### src/rtl/wbqPkg.sv
package wbqPkg;
  // Strobes from the control to the datapath and queue
  typedef struct packed {
    logic pushReq;   // enqueue link valid
    logic popReq;    // dequeue link ready
    logic capRead;   // latch the dequeued word into the read register
  } wbqStrobe_t;
endpackage

### src/rtl/wbqFifo.sv
module wbqFifo #(
  parameter int W     = 32,
  parameter int DEPTH = 4
) (
  input  logic         clk,
  input  logic         rst,
  input  logic         inValid,
  input  logic [W-1:0] inData,
  output logic         inReady,
  output logic         outValid,
  output logic [W-1:0] outData,
  input  logic         outReady
);
  localparam int AW = (DEPTH > 1) ? $clog2(DEPTH) : 1;
  localparam int CW = $clog2(DEPTH + 1);

  logic [W-1:0]  mem [DEPTH];
  logic [AW-1:0] wrPtr, rdPtr;
  logic [CW-1:0] count;
  logic          push, pop;

  assign inReady  = (count != CW'(DEPTH));
  assign outValid = (count != '0);
  assign outData  = mem[rdPtr];
  assign push     = inValid & inReady;
  assign pop      = outValid & outReady;

  function automatic logic [AW-1:0] bump(input logic [AW-1:0] p);
    return (p == AW'(DEPTH - 1)) ? '0 : p + AW'(1);
  endfunction

  always_ff @(posedge clk) begin
    if (push) mem[wrPtr] <= inData;
  end

  always_ff @(posedge clk) begin
    if (rst) begin
      wrPtr <= '0;
      rdPtr <= '0;
      count <= '0;
    end else begin
      if (push) wrPtr <= bump(wrPtr);
      if (pop)  rdPtr <= bump(rdPtr);
      case ({push, pop})
        2'b10:   count <= count + CW'(1);
        2'b01:   count <= count - CW'(1);
        default: count <= count;
      endcase
    end
  end
endmodule

### src/rtl/wbqCtl.sv
module wbqCtl
  import wbqPkg::*;
(
  input  logic       clk,
  input  logic       rst,
  input  logic       wbCyc,
  input  logic       wbStb,
  input  logic       wbWe,
  input  logic       enqReady,
  input  logic       deqValid,
  output wbqStrobe_t strb,
  output logic       wbAck
);
  logic ackReg;
  logic pending;
  logic xferDone;

  // A request counts only until it has been acknowledged
  assign pending      = wbCyc & wbStb & ~ackReg;
  assign strb.pushReq = pending & wbWe;
  assign strb.popReq  = pending & ~wbWe;
  assign strb.capRead = strb.popReq & deqValid;
  assign xferDone     = (strb.pushReq & enqReady) | strb.capRead;

  always_ff @(posedge clk) begin
    if (rst) ackReg <= 1'b0;
    else     ackReg <= xferDone;
  end

  assign wbAck = ackReg & wbCyc & wbStb;
endmodule

### src/rtl/wbqDp.sv
module wbqDp
  import wbqPkg::*;
#(
  parameter int W = 32
) (
  input  logic         clk,
  input  logic         rst,
  input  wbqStrobe_t   strb,
  input  logic [W-1:0] wbDatW,
  input  logic [W-1:0] deqData,
  output logic [W-1:0] enqData,
  output logic [W-1:0] wbDatR
);
  logic [W-1:0] rdReg;

  assign enqData = wbDatW;

  always_ff @(posedge clk) begin
    if (rst)               rdReg <= '0;
    else if (strb.capRead) rdReg <= deqData;
  end

  assign wbDatR = rdReg;
endmodule

### src/rtl/wbQueueBridge.sv
module wbQueueBridge
  import wbqPkg::*;
#(
  parameter int DATA_W = 32,
  parameter int DEPTH  = 4
) (
  input  logic              clk,
  input  logic              rst,
  input  logic              wbCyc,
  input  logic              wbStb,
  input  logic              wbWe,
  input  logic [DATA_W-1:0] wbDatW,
  output logic [DATA_W-1:0] wbDatR,
  output logic              wbAck
);
  wbqStrobe_t        strb;
  logic              enqValid, enqReady;
  logic              deqValid, deqReady;
  logic [DATA_W-1:0] enqData, deqData;

  assign enqValid = strb.pushReq;
  assign deqReady = strb.popReq;

  wbqCtl uCtl (
    .clk(clk), .rst(rst), .wbCyc(wbCyc), .wbStb(wbStb), .wbWe(wbWe),
    .enqReady(enqReady), .deqValid(deqValid), .strb(strb), .wbAck(wbAck)
  );

  wbqDp #(.W(DATA_W)) uDp (
    .clk(clk), .rst(rst), .strb(strb), .wbDatW(wbDatW),
    .deqData(deqData), .enqData(enqData), .wbDatR(wbDatR)
  );

  wbqFifo #(.W(DATA_W), .DEPTH(DEPTH)) uFifo (
    .clk(clk), .rst(rst),
    .inValid(enqValid), .inData(enqData), .inReady(enqReady),
    .outValid(deqValid), .outData(deqData), .outReady(deqReady)
  );
endmodule

### config.mk
export PLATFORM = sky130hd
export DESIGN_NAME = wbQueueBridge
export DESIGN_NICKNAME = d
export VERILOG_FILES = /design/src/rtl/wbqPkg.sv /design/src/rtl/wbqFifo.sv /design/src/rtl/wbqCtl.sv /design/src/rtl/wbqDp.sv /design/src/rtl/wbQueueBridge.sv
export SDC_FILE = /design/constraint.sdc
export NUM_CORES = 1
export LEC_CHECK = 0
export ABC_AREA = 1
export ABC_CLOCK_PERIOD_IN_PS = 3100
export BUFFER_PORTS_ARGS = -buffer_cell sky130_fd_sc_hd__clkbuf_2
export CORE_ASPECT_RATIO = 1.75
export CORE_MARGIN = 5
export CORE_UTILIZATION = 55
export DETAILED_ROUTE_END_ITERATION = 10
export PLACE_DENSITY = 0.79
export SLEW_MARGIN = 20
export SYNTH_ARGS = -nofsm -noshare
export SYNTH_HDL_FRONTEND = slang
export SYNTH_SLANG_ARGS = --single-unit
### constraint.sdc
create_clock -name clk -period 3.1 [get_ports clk]
set_input_delay 0.465 -clock clk [delete_from_list [all_inputs] [get_ports clk]]
set_output_delay 0.465 -clock clk [all_outputs]
set_load 0.01 [all_outputs]
==> metrics, run 1 <==
Slew HR=51.5%; count of final hold-check violations=0; Slew Viols, Final=0; Routed Antenna Nets=0; vias post-DR=4,891; syn_area_per_cell=9.26 µm²; Yosys reg bits=168; first-pass GRT wire length=23,300 µm; residual DRC count=0; sequential fraction of the synthesis area=64.6%; top_reg_cell synth=edfxtp_1; clk slew on worst S/H paths=0.07 ns; worst slew pin tran=0.726 ns; hold slack=0.205 ns; Worst VDD drop=0.423 mV; top cell type's share of synthesized area=53.5%; Post-Syn Area=7190 µm²; Cell Pwr Density=577 nW/µm²; Setup TNS Final=0 ns; port buffer count=69; Net Sw Power=1.10 mW; Global Route Usage Sum=19.7%; arrival time worst endpoint=2.58 ns; minimum clock period=2.22 ns; CP max stage delay=0.38 ns; Max Cap Viol=0; Clk pwr share=43.3%; FP Rows=55; post_cts resized=0; Max H-tree Level=4; Yosys cell types=21; Required @ worst endpoint=3.46 ns; CORE AREA=12,900 µm²; Total Wirelength=14,000 µm; CP bufs+invs=1; critical path type=reg2reg; die area=15,500 µm²; initial antenna violation count=0; Sw Ratio=23.0%; top-count cell post-synth=nand2_1; Post-Place Cells=998; Setup Skew=0.00885 ns; Post-synth top cells=nand2_1 (235), inv_1 (175), edfxtp_1 (128), nor2_1 (81), nand3_1 (66); cell family with most CP delay=simple AND/OR/NAND/NOR gates; Syn Inst Count=776; Post-layout nets=891; largest area contributor in the netlist=edfxtp_1; Post-synth ARST share=0%; Final Util=64.3%; total gr overflow=0; CP Launch Type=register; Finish-stage setup viols=0; Root Driver=clkbuf_16; Clk Latency, worst-skew pair=0.42 ns; vias in the first global route=4,898; Reg2Reg Setup Slack=0.88 ns; setup slack after layout=0.881 ns; pre-CTS setup slack=0.664 ns; DP Wirelength=8640 µm; synth warn=0; syn nets=821; I/O pin cnt=70; Die W=96.4 µm; fillcell total=1,006; Via density=4.75; RSZ-0062 raised after global routing=false; Final period util=71.6%; area grow syn2layout=15.1%; drt initial violations=326; gp weighted congestion=0.764; status=finished, final reports clean; CTS Sinks=168; postcts setup bufs=0; layout cells sized above 1=14.6%; slowest CP cell=fa_1; crit-path max FO=10; Starting Density=55.8%; Pint=3.67 mW; Initial DRT Pass Iterations=4; Final Non-Filler Cells=1,030; HP Class=in2reg; sequential power share=51.8%; CTS Buf Count=17; Post-CTS Hold Buffers=0; critical path endpoint category=register; Post-synth EDFFs=128; cell chain of the critical path=inv_1, nand3_1, nand3_2, ha_1, fa_1, or2_2, nand4_1, nand2_1, nor2_1; synth top area cells=edfxtp_1 (53%), nand2_1 (12%), dfxtp_1 (11%); Die Y-Extent=161 µm; largest net degree at the start of global routing=67; clock tree buffer depth=2; Fmax achieved=0.451 GHz; Leak=4.00 nW; n_diodes=0; CTS tree=built; Logic pwr share=4.8%; WL/cell=13.6 µm
-- area by class of cell --
cell class                 count  area, µm²  area share [%]
timing repair buffer          83        450            5.45
clock inverter                15        156            1.89
sequential                   168       4650            56.2
multi-input combinational    400       1720            20.8
inverter                     176        661            7.99
clock buffer                  17        425            5.14
tap                          171        214            2.59
-- power by group through the flow --
stage          Combinational, mW  Clock, mW  Sequential [mW]
3_5_place_dp               0.232          0             2.52
5_1_grt                    0.268       2.20             2.48
2_1_floorplan              0.135          0             2.53
3_3_place_gp               0.226          0             2.52
4_1_cts                    0.235       2.10             2.47
6_report                   0.231       2.07             2.47
-- placed cells by master, fill, tap and decap left out, types with 5 or more instances in the layout --
master,n
nand2_1,235
clkbuf_16,17
clkbuf_2,69
clkinv_4,5
inv_6,6
nand3_1,66
buf_4,14
edfxtp_1,128
inv_1,175
nor2_1,77
ha_1,7
dfxtp_1,39
-- cells by family (layout without fill, tap and decap cells) --
kind of cell,Yosys count,in the layout,share of synthesized area [%]
adder cells (fa/ha/maj),8,8,1.50
buffers and inverters,208,291,11.9
AND/OR/NAND/NOR,387,387,21.6
AO/OA/AOI/OAI,5,5,0.366
flip-flops,168,168,64.6
-- path summary, 6_finish.rpt --
kind / end / depth (start not counted) / start
max: uFifo.count[2]$_SDFFE_PP0P_ / 9 / uFifo.count[1]$_SDFFE_PP0P_
min: uCtl.ackReg$_SDFF_PP0_ / 2 / rst
max reg2reg: uFifo.count[2]$_SDFFE_PP0P_ / 9 / uFifo.count[1]$_SDFFE_PP0P_
min reg2reg: uDp.wbDatR[17]$_SDFFE_PP0P_ / 4 / uDp.wbDatR[17]$_SDFFE_PP0P_
-- metrics by stage --
step,power [mW],area [µm²]
6_report,4.77,8270
5_1_grt,4.95,8270
4_1_cts,4.81,8270
3_5_place_dp,2.76,7690
3_3_place_gp,2.75,7690
2_1_floorplan,2.66,7190
-- registers in the layout, summed over array words and instances (netlist names) --
signal,flops
uFifo.rdPtr,2
uDp.wbDatR,32
uFifo.mem,128
uCtl.ackReg,1
uFifo.wrPtr,2
uFifo.count,3
-- metal layers --
layer,vias to the layer above,share of wire [%],wire [µm],GRT usage [%]
li1,2498,-,-,-
met1,2258,38,5310,22.7
met2,114,55,7660,34.5
met3,21,5.0,702,4.33
met4,0,2.2,310,8.11
met5,-,0,0,0
No activity file was read; power rests on OpenSTA's default activity.
==> run 2: changes to the inputs <==
Settings changed: ABC_CLOCK_PERIOD_IN_PS 3100 to 2200.
Clock period 3.1 ns to 2.2 ns, I/O delays scaled along.
==> metrics, run 2 (synthesis gave the netlist of run 1 again) <==
Starting Density=55.8%; WL/cell=13.1 µm; FP Rows=55; clock tree buffer depth=2; Final Util=64.8%; minimum clock period=1.88 ns; vias post-DR=4,883; clk slew on worst S/H paths=0.06 ns; Finish-stage setup viols=0; critical path endpoint category=register; layout cells sized above 1=14.7%; Routed Antenna Nets=0; slowest CP cell=fa_1; drt initial violations=245; CTS tree=built; total gr overflow=0; Post-CTS Hold Buffers=0; critical path type=reg2reg; Leak=4.03 nW; area grow syn2layout=16.0%; Setup Skew=0.00827 ns; Slew HR=53.8%; die area=15,500 µm²; first-pass GRT wire length=22,200 µm; gp weighted congestion=0.719; Slew Viols, Final=0; Total Wirelength=13,600 µm; initial antenna violation count=0; CTS Buf Count=17; Max H-tree Level=4; arrival time worst endpoint=2.19 ns; Clk Latency, worst-skew pair=0.42 ns; Max Cap Viol=0; Biggest register=uFifo.mem; Post-Place Cells=1,002; cell chain of the critical path=inv_1, nand3_1, nand3_2, inv_1, ha_1, fa_1, or2_2, a31oi_1, nor2_1; most frequent CP cell=inv_1; port buffer count=69; worst slew pin tran=0.694 ns; CP max stage delay=0.38 ns; count of final hold-check violations=0; vias in the first global route=4,809; n_diodes=0; DP Wirelength=8490 µm; post_cts resized=0; commonest non-fill, non-tap cell in the layout=nand2_1; RSZ-0062 raised after global routing=false; HP Class=in2reg; Worst VDD drop=0.790 mV; crit-path max FO=4; CP Launch Type=register; residual DRC count=0; postcts setup bufs=0; Final Non-Filler Cells=1,034; Cell Pwr Density=814 nW/µm²; CTS Sinks=168; Fmax achieved=0.533 GHz; Required @ worst endpoint=2.51 ns; Initial DRT Pass Iterations=5; Die Y-Extent=161 µm; Global Route Usage Sum=18.8%; most frequent cells in the layout=nand2_1 (235), inv_1 (175), edfxtp_1 (128), nor2_1 (77), clkbuf_2 (69); Power Total=6.79 mW; Root Driver=clkbuf_16; largest net degree at the start of global routing=67; I/O pin cnt=70; pre-CTS setup slack=0.258 ns; fillcell total=1,018; Via density=4.72; Final period util=85.3%; Post-layout nets=895; max reg flops=128; CORE AREA=12,900 µm²; status=finished, final reports clean; setup slack after layout=0.323 ns; Die W=96.4 µm
-- run 2: area by class of cell --
| class | count | area (µm²) | area share, % |
|---|---|---|---|
| Clock buffer | 18 | 429 | 5.15 |
| Clock inverter | 14 | 176 | 2.12 |
| Inverter | 176 | 661 | 7.92 |
| Multi-Input combinational cell | 400 | 1720 | 20.6 |
| Sequential cell | 168 | 4650 | 55.7 |
| Tap cell | 171 | 214 | 2.57 |
| Timing Repair Buffer | 87 | 493 | 5.91 |
-- run 2: power by group --
part	total, mW	switching [mW]	internal [mW]	leakage [nW]
Sequential	3.49	0.0211	3.46	1.48
Combinational	0.326	0.213	0.113	2.26
Clock	2.98	1.19	1.79	0.286
-- run 2: path summary, 6_finish.rpt --
| kind | start | to | slack, ns | depth (start not counted) |
|---|---|---|---|---|
| setup / recovery | uFifo.count[0]$_SDFFE_PP0P_ | uFifo.count[2]$_SDFFE_PP0P_ | 0.32 | 9 |
| hold / removal | rst | uCtl.ackReg$_SDFF_PP0_ | 0.09 | 2 |
| setup reg to reg | uFifo.count[0]$_SDFFE_PP0P_ | uFifo.count[2]$_SDFFE_PP0P_ | 0.32 | 9 |
| hold reg to reg | uDp.wbDatR[22]$_SDFFE_PP0P_ | uDp.wbDatR[22]$_SDFFE_PP0P_ | 0.51 | 4 |
-- run 2: per-layer routing --
layer  global-route usage (%)  part of all wire, %  up-vias
met2                     34.4                   55      124
met3                     4.99                  5.6       19
met1                     20.1                   38     2238
met4                     6.83                  1.9        0
met5                        0                    0        -
li1                         -                    -     2502
-- run 2: worst max-delay path: cells and delay by family, from the launching register on --
| kind | cells | cell delay [ns] |
|---|---|---|
| AO/OA/AOI/OAI | 1 | 0.15 |
| flip-flops | 1 | 0.33 |
| AND/OR/NAND/NOR | 4 | 0.54 |
| adder cells (fa/ha/maj) | 2 | 0.61 |
| buffers and inverters | 2 | 0.15 |
-- run 2: metrics by stage --
stage | area [µm²] | hold slack, ns | setup TNS, ns
finish | 8340 | 0.0866 | 0
global route | 8340 | 0.0827 | 0
CTS | 8340 | 0.0646 | 0
detailed placement | 7730 | 0.498 | 0
global placement | 7730 | 0.496 | 0
floorplan | 7190 | 0.397 | -39.44
